==> src/rtl/wcmp_pkg.sv <==
package wcmp_pkg;

  typedef enum logic {
    WIN_INSIDE  = 1'b0,
    WIN_OUTSIDE = 1'b1
  } win_mode_e;

  typedef struct packed {
    logic above_gt;
    logic below_lt;
    logic lt_over_gt;
  } cmp_flags_t;

endpackage

==> src/rtl/wcmp_thresh_regs.sv <==
module wcmp_thresh_regs #(
  parameter int W = 12
) (
  input  logic         clk,
  input  logic         rst_n,
  input  logic         gt_we,
  input  logic [W-1:0] gt_wdata,
  input  logic         lt_we,
  input  logic [W-1:0] lt_wdata,
  input  logic         ien_we,
  input  logic         ien_wdata,
  output logic [W-1:0] gt_q,
  output logic [W-1:0] lt_q,
  output logic         ien_q
);

  always_ff @(posedge clk) begin
    if (!rst_n) begin
      gt_q  <= '0;
      lt_q  <= '0;
      ien_q <= 1'b0;
    end else begin
      if (gt_we)  gt_q  <= gt_wdata;
      if (lt_we)  lt_q  <= lt_wdata;
      if (ien_we) ien_q <= ien_wdata;
    end
  end


  gt_load_chk: assert property (@(posedge clk) disable iff (!rst_n)
    gt_we |=> gt_q == $past(gt_wdata));


  gt_hold_chk: assert property (@(posedge clk) disable iff (!rst_n)
    !gt_we |=> $stable(gt_q));


  lt_hold_chk: assert property (@(posedge clk) disable iff (!rst_n)
    !lt_we |=> $stable(lt_q));

endmodule

==> src/rtl/wcmp_window_eval.sv <==
module wcmp_window_eval
  import wcmp_pkg::*;
#(
  parameter int W = 12
) (
  input  logic [W-1:0] res_data,
  input  logic         res_signed,
  input  logic [W-1:0] gt_q,
  input  logic [W-1:0] lt_q,
  output logic         hit
);

  localparam int NOPS = 3;

  logic [W-1:0] raw    [NOPS];
  logic [W-1:0] biased [NOPS];

  assign raw[0] = res_data;
  assign raw[1] = gt_q;
  assign raw[2] = lt_q;

  // Two's-complement order maps onto unsigned order once the sign bit is inverted.
  for (genvar i = 0; i < NOPS; i++) begin : g_bias
    assign biased[i] = {raw[i][W-1] ^ res_signed, raw[i][W-2:0]};
  end

  cmp_flags_t cf;
  win_mode_e  mode;

  always_comb begin
    cf.above_gt   = biased[0] > biased[1];
    cf.below_lt   = biased[0] < biased[2];
    cf.lt_over_gt = biased[2] > biased[1];
    mode = cf.lt_over_gt ? WIN_INSIDE : WIN_OUTSIDE;
    if (mode == WIN_INSIDE) hit = cf.above_gt & cf.below_lt;
    else                    hit = cf.above_gt | cf.below_lt;
  end

endmodule

==> src/rtl/wcmp_flag.sv <==
module wcmp_flag (
  input  logic clk,
  input  logic rst_n,
  input  logic set_i,
  input  logic clr_i,
  output logic flag_q
);

  always_ff @(posedge clk) begin
    if (!rst_n)     flag_q <= 1'b0;
    else if (set_i) flag_q <= 1'b1;
    else if (clr_i) flag_q <= 1'b0;
  end


  flag_set_chk: assert property (@(posedge clk) disable iff (!rst_n)
    set_i |=> flag_q);


  flag_sticky_chk: assert property (@(posedge clk) disable iff (!rst_n)
    flag_q && !clr_i |=> flag_q);


  flag_clr_chk: assert property (@(posedge clk) disable iff (!rst_n)
    clr_i && !set_i |=> !flag_q);


  flag_noset_chk: assert property (@(posedge clk) disable iff (!rst_n)
    !flag_q && !set_i |=> !flag_q);

endmodule

==> src/rtl/adc_win_cmp.sv <==
module adc_win_cmp #(
  parameter int W = 12
) (
  input  logic         clk,
  input  logic         rst_n,
  input  logic         res_valid,
  output logic         res_ready,
  input  logic [W-1:0] res_data,
  input  logic         res_signed,
  input  logic         gt_we,
  input  logic [W-1:0] gt_wdata,
  input  logic         lt_we,
  input  logic [W-1:0] lt_wdata,
  input  logic         ien_we,
  input  logic         ien_wdata,
  input  logic         flag_clr,
  output logic         win_flag,
  output logic         win_irq
);

  logic [W-1:0] gt_q, lt_q;
  logic         ien_q;
  logic         hit;
  logic         accept;
  logic         rdy_q;

  always_ff @(posedge clk) begin
    if (!rst_n) rdy_q <= 1'b0;
    else        rdy_q <= 1'b1;
  end

  assign res_ready = rdy_q;
  assign accept    = res_valid & rdy_q;

  wcmp_thresh_regs #(.W(W)) u_regs (
    .clk       (clk),
    .rst_n     (rst_n),
    .gt_we     (gt_we),
    .gt_wdata  (gt_wdata),
    .lt_we     (lt_we),
    .lt_wdata  (lt_wdata),
    .ien_we    (ien_we),
    .ien_wdata (ien_wdata),
    .gt_q      (gt_q),
    .lt_q      (lt_q),
    .ien_q     (ien_q)
  );

  wcmp_window_eval #(.W(W)) u_eval (
    .res_data   (res_data),
    .res_signed (res_signed),
    .gt_q       (gt_q),
    .lt_q       (lt_q),
    .hit        (hit)
  );

  wcmp_flag u_flag (
    .clk    (clk),
    .rst_n  (rst_n),
    .set_i  (accept & hit),
    .clr_i  (flag_clr),
    .flag_q (win_flag)
  );

  assign win_irq = win_flag & ien_q;


  irq_needs_flag_chk: assert property (@(posedge clk) disable iff (!rst_n)
    win_irq |-> win_flag);


  ready_hold_chk: assert property (@(posedge clk) disable iff (!rst_n)
    res_ready |=> res_ready);

endmodule

==> config.mk <==
export PLATFORM = sky130hd
export DESIGN_NAME = adc_win_cmp
export DESIGN_NICKNAME = d
export VERILOG_FILES = /design/src/rtl/wcmp_pkg.sv /design/src/rtl/wcmp_thresh_regs.sv /design/src/rtl/wcmp_window_eval.sv /design/src/rtl/wcmp_flag.sv /design/src/rtl/adc_win_cmp.sv
export SDC_FILE = /design/constraint.sdc
export NUM_CORES = 1
export LEC_CHECK = 0
export ABC_AREA = 1
export BUFFER_PORTS_ARGS = -buffer_cell sky130_fd_sc_hd__buf_4
export CAP_MARGIN = 25
export CORE_ASPECT_RATIO = 0.9
export CORE_UTILIZATION = 41
export DETAILED_ROUTE_END_ITERATION = 10
export PLACE_DENSITY_LB_ADDON = 0.3
export SLEW_MARGIN = 20
export SYNTH_ARGS = -nofsm -noshare
export SYNTH_HDL_FRONTEND = slang
export SYNTH_SLANG_ARGS = --single-unit
==> constraint.sdc <==
create_clock -name clk -period 1.5 [get_ports clk]
set_input_delay 0.075 -clock clk [delete_from_list [all_inputs] [get_ports clk]]
set_output_delay 0.075 -clock clk [all_outputs]
set_load 0.01 [all_outputs]
==> impl_metrics.json <==
{
  "fp.dieH_um": 65.8,
  "die_w_um": 72.8,
  "drive_above_1_share": 0.272,
  "slowest_delay_ns": 0.35,
  "seq_area_um2": 546,
  "power_density_mw_per_mm2": 759,
  "finalWorstSetupSlack_ns": -0.148,
  "numCtsBuffers": 3,
  "antenna_found_initial": 0,
  "drc": 0,
  "cp-start-kind": "flip-flop",
  "p_leak_nw": 1.23,
  "clk_latency_ns": 0.28,
  "postRouteAntennaNets": 0,
  "grtUsageTotal": 0.179,
  "crit_slowest_cell": "dfxtp_2",
  "maxCapViolCount": 0,
  "cts_root_buf": "clkbuf_8",
  "final_cell_mix": "buf_4 (51), nand2_1 (43), inv_1 (39)",
  "critPathArrivalTime_ns": 1.83,
  "max_slew_margin": 0.764,
  "hold_path_class": "input pin to flip-flop",
  "viasPerCell": 4.65,
  "hold_ws_ns": 0.0203,
  "grt_pass1_vias": 1551,
  "crit_fanout": 2,
  "yosysUniqueCellTypes": 21,
  "ys_warn_count": 0,
  "grt_pass1_wl_mm": 6.62,
  "cts_tree": "built",
  "setup_viol": 1,
  "fin_area_mm2": 0.00244,
  "num_vias": 1697,
  "firstDrtPassIters": 4,
  "detailed_place_hpwl_mm": 3.21,
  "worstMarginPinSlew_ns": 0.353,
  "drv_slew": 0,
  "gp_congestion": 0.804,
  "fin_cells": 365,
  "path_buf_inv": 1,
  "path_clk_slew_ns": 0.09,
  "synth_area_mm2": 0.00185,
  "fp.coreArea_mm2": 0.00421,
  "rows": 22,
  "syn_nets": 335,
  "cp_cell_sequence": "xnor2_2, inv_2, ha_4, nand2_2, a21oi_1, nor2_1, nand2_1, nor2_1, nor2_1, o21ai_2, nand2_1, a21oi_2",
  "dpl.cell_count": 360,
  "n_antenna_cell": 0,
  "portBuffers": 47,
  "grt_overflow": 0,
  "status": "finished with violations",
  "p_total_w": 0.00185,
  "crit_type": "flip-flop to flip-flop",
  "violations": "negative setup slack",
  "synth-seq-cells": 27,
  "crit_required_ns": 1.68,
  "io_pins": 48,
  "die_area_mm2": 0.00479,
  "cp_common_cell": "nor2_1",
  "routed_wl_mm": 4.06,
  "place_ws_ns": -0.159,
  "min_period_over_period": 1.10,
  "syn_area_per_cell_um2": 7.26,
  "cts_max_level": 1,
  "start_util": 0.440,
  "synthCells": 255,
  "syn2layout_area_growth_pct": 31.8,
  "placed_cell_area_mm2": 0.00230,
  "ys_seq_area_frac": 0.292,
  "fillCellCount": 419,
  "finClkSkew_ns": 0.00357,
  "hold_viol_final": 0,
  "grt_max_degree": 28,
  "multi_input_area_mm2": 0.00120,
  "post_drt_wl_per_cell_um": 11.1,
  "cts.sinks": 27,
  "final_common_cell": "buf_4",
  "period_minus_slack_ns": 1.65,
  "clockBufferDepth": 2,
  "drtIter0Drc": 41,
  "cpLargestDelayFamily": "simple AND/OR/NAND/NOR gates",
  "rsz0062_at_grt": "yes",
  "end_kind": "flip-flop",
  "vdd_drop_max_v": 0.000422,
  "nets": 386,
  "max_freq_mhz": 607
}
synth_stat cells, drive strengths merged:
cell,instances,area share
a21o,2,0.0081
a21oi,36,0.099
clkbuf,6,0.012
clkinv,1,0.0020
dfxtp,27,0.29
ha,35,0.24
inv,46,0.093
nand2,49,0.11
nand3,3,0.011
nand4,3,0.010
nor2,17,0.043
o21ai,27,0.073
xnor2,2,0.0095
xor2,1,0.0047
state kept, by name (all words and copies together) (netlist names):
| name | cells |
|---|---|
| res_ready | 1 |
| u_regs.gt_q | 12 |
| u_flag.flag_q | 1 |
| u_regs.lt_q | 12 |
| u_regs.ien_q | 1 |
stage by stage:
stage          setup TNS [ns]   util
2_1_floorplan         -0.0156      -
3_3_place_gp          -0.0759  0.545
3_5_place_dp           -0.159  0.545
4_1_cts                -0.170  0.565
5_1_grt                -0.261  0.579
6_report               -0.148  0.579
metal layers:
layer  share of wire  GRT usage  vias to the layer above
li1                -          -                      927
met4           0.012     0.0515                        0
met5               0          0                        -
met3           0.043     0.0337                        5
met1            0.51      0.241                      728
met2            0.43      0.289                       37
cell type report:
cell class / count / share of cell area
inverters: 47 / 0.0723
repair buffers: 52 / 0.161
well taps: 60 / 0.0308
clock buffers: 4 / 0.0185
multi-input cells: 175 / 0.494
flip-flops and latches: 27 / 0.224
path summary, 6_finish.rpt:
path	startpoint	cells past startpoint	endpoint	slack (ns)
max	u_regs.lt_q[11]	12	u_flag.flag_q	-0.15
min	gt_wdata[0]	3	u_regs.gt_q[0]	0.02
max reg2reg	u_regs.lt_q[11]	12	u_flag.flag_q	-0.15
min reg2reg	u_regs.lt_q[0]	2	u_regs.lt_q[0]	0.48
what timing repair did:
item / 4_1_cts / 5_1_grt
pin swaps: 7 / 8
resized for setup: 6 / 11
hold buffers: 1 / 0
setup endpoints to repair: 1 / 1
buffers inserted: 0 / 0
hold endpoints to repair: 1 / 0
worst reg2reg max path, cell delays in order, from the launching register on:
cell	delay [ns]
dfxtp_2	0.35
xnor2_2	0.16
inv_2	0.07
ha_4	0.27
nand2_2	0.07
a21oi_1	0.14
nor2_1	0.07
nand2_1	0.06
nor2_1	0.04
nor2_1	0.13
o21ai_2	0.07
nand2_1	0.07
a21oi_2	0.05
where the power goes:
part / internal, W / leakage [nW] / switching [W]
Clock: 0.000191 / 0.0228 / 0.000236
Sequential: 0.000767 / 0.225 / 0.0000255
Combinational: 0.000297 / 0.986 / 0.000336
Total: 0.00126 / 1.23 / 0.000597
cell families after synthesis:
| family | count (synthesis) | synth area share |
|---|---|---|
| AO/OA/AOI/OAI | 65 | 0.180 |
| adder cells (fa/ha/maj) | 35 | 0.236 |
| AND/OR/NAND/NOR | 72 | 0.170 |
| buffers and inverters | 53 | 0.107 |
| XOR/XNOR | 3 | 0.0142 |
| flip-flops | 27 | 0.292 |
No activity file was read; power rests on OpenSTA's default activity.
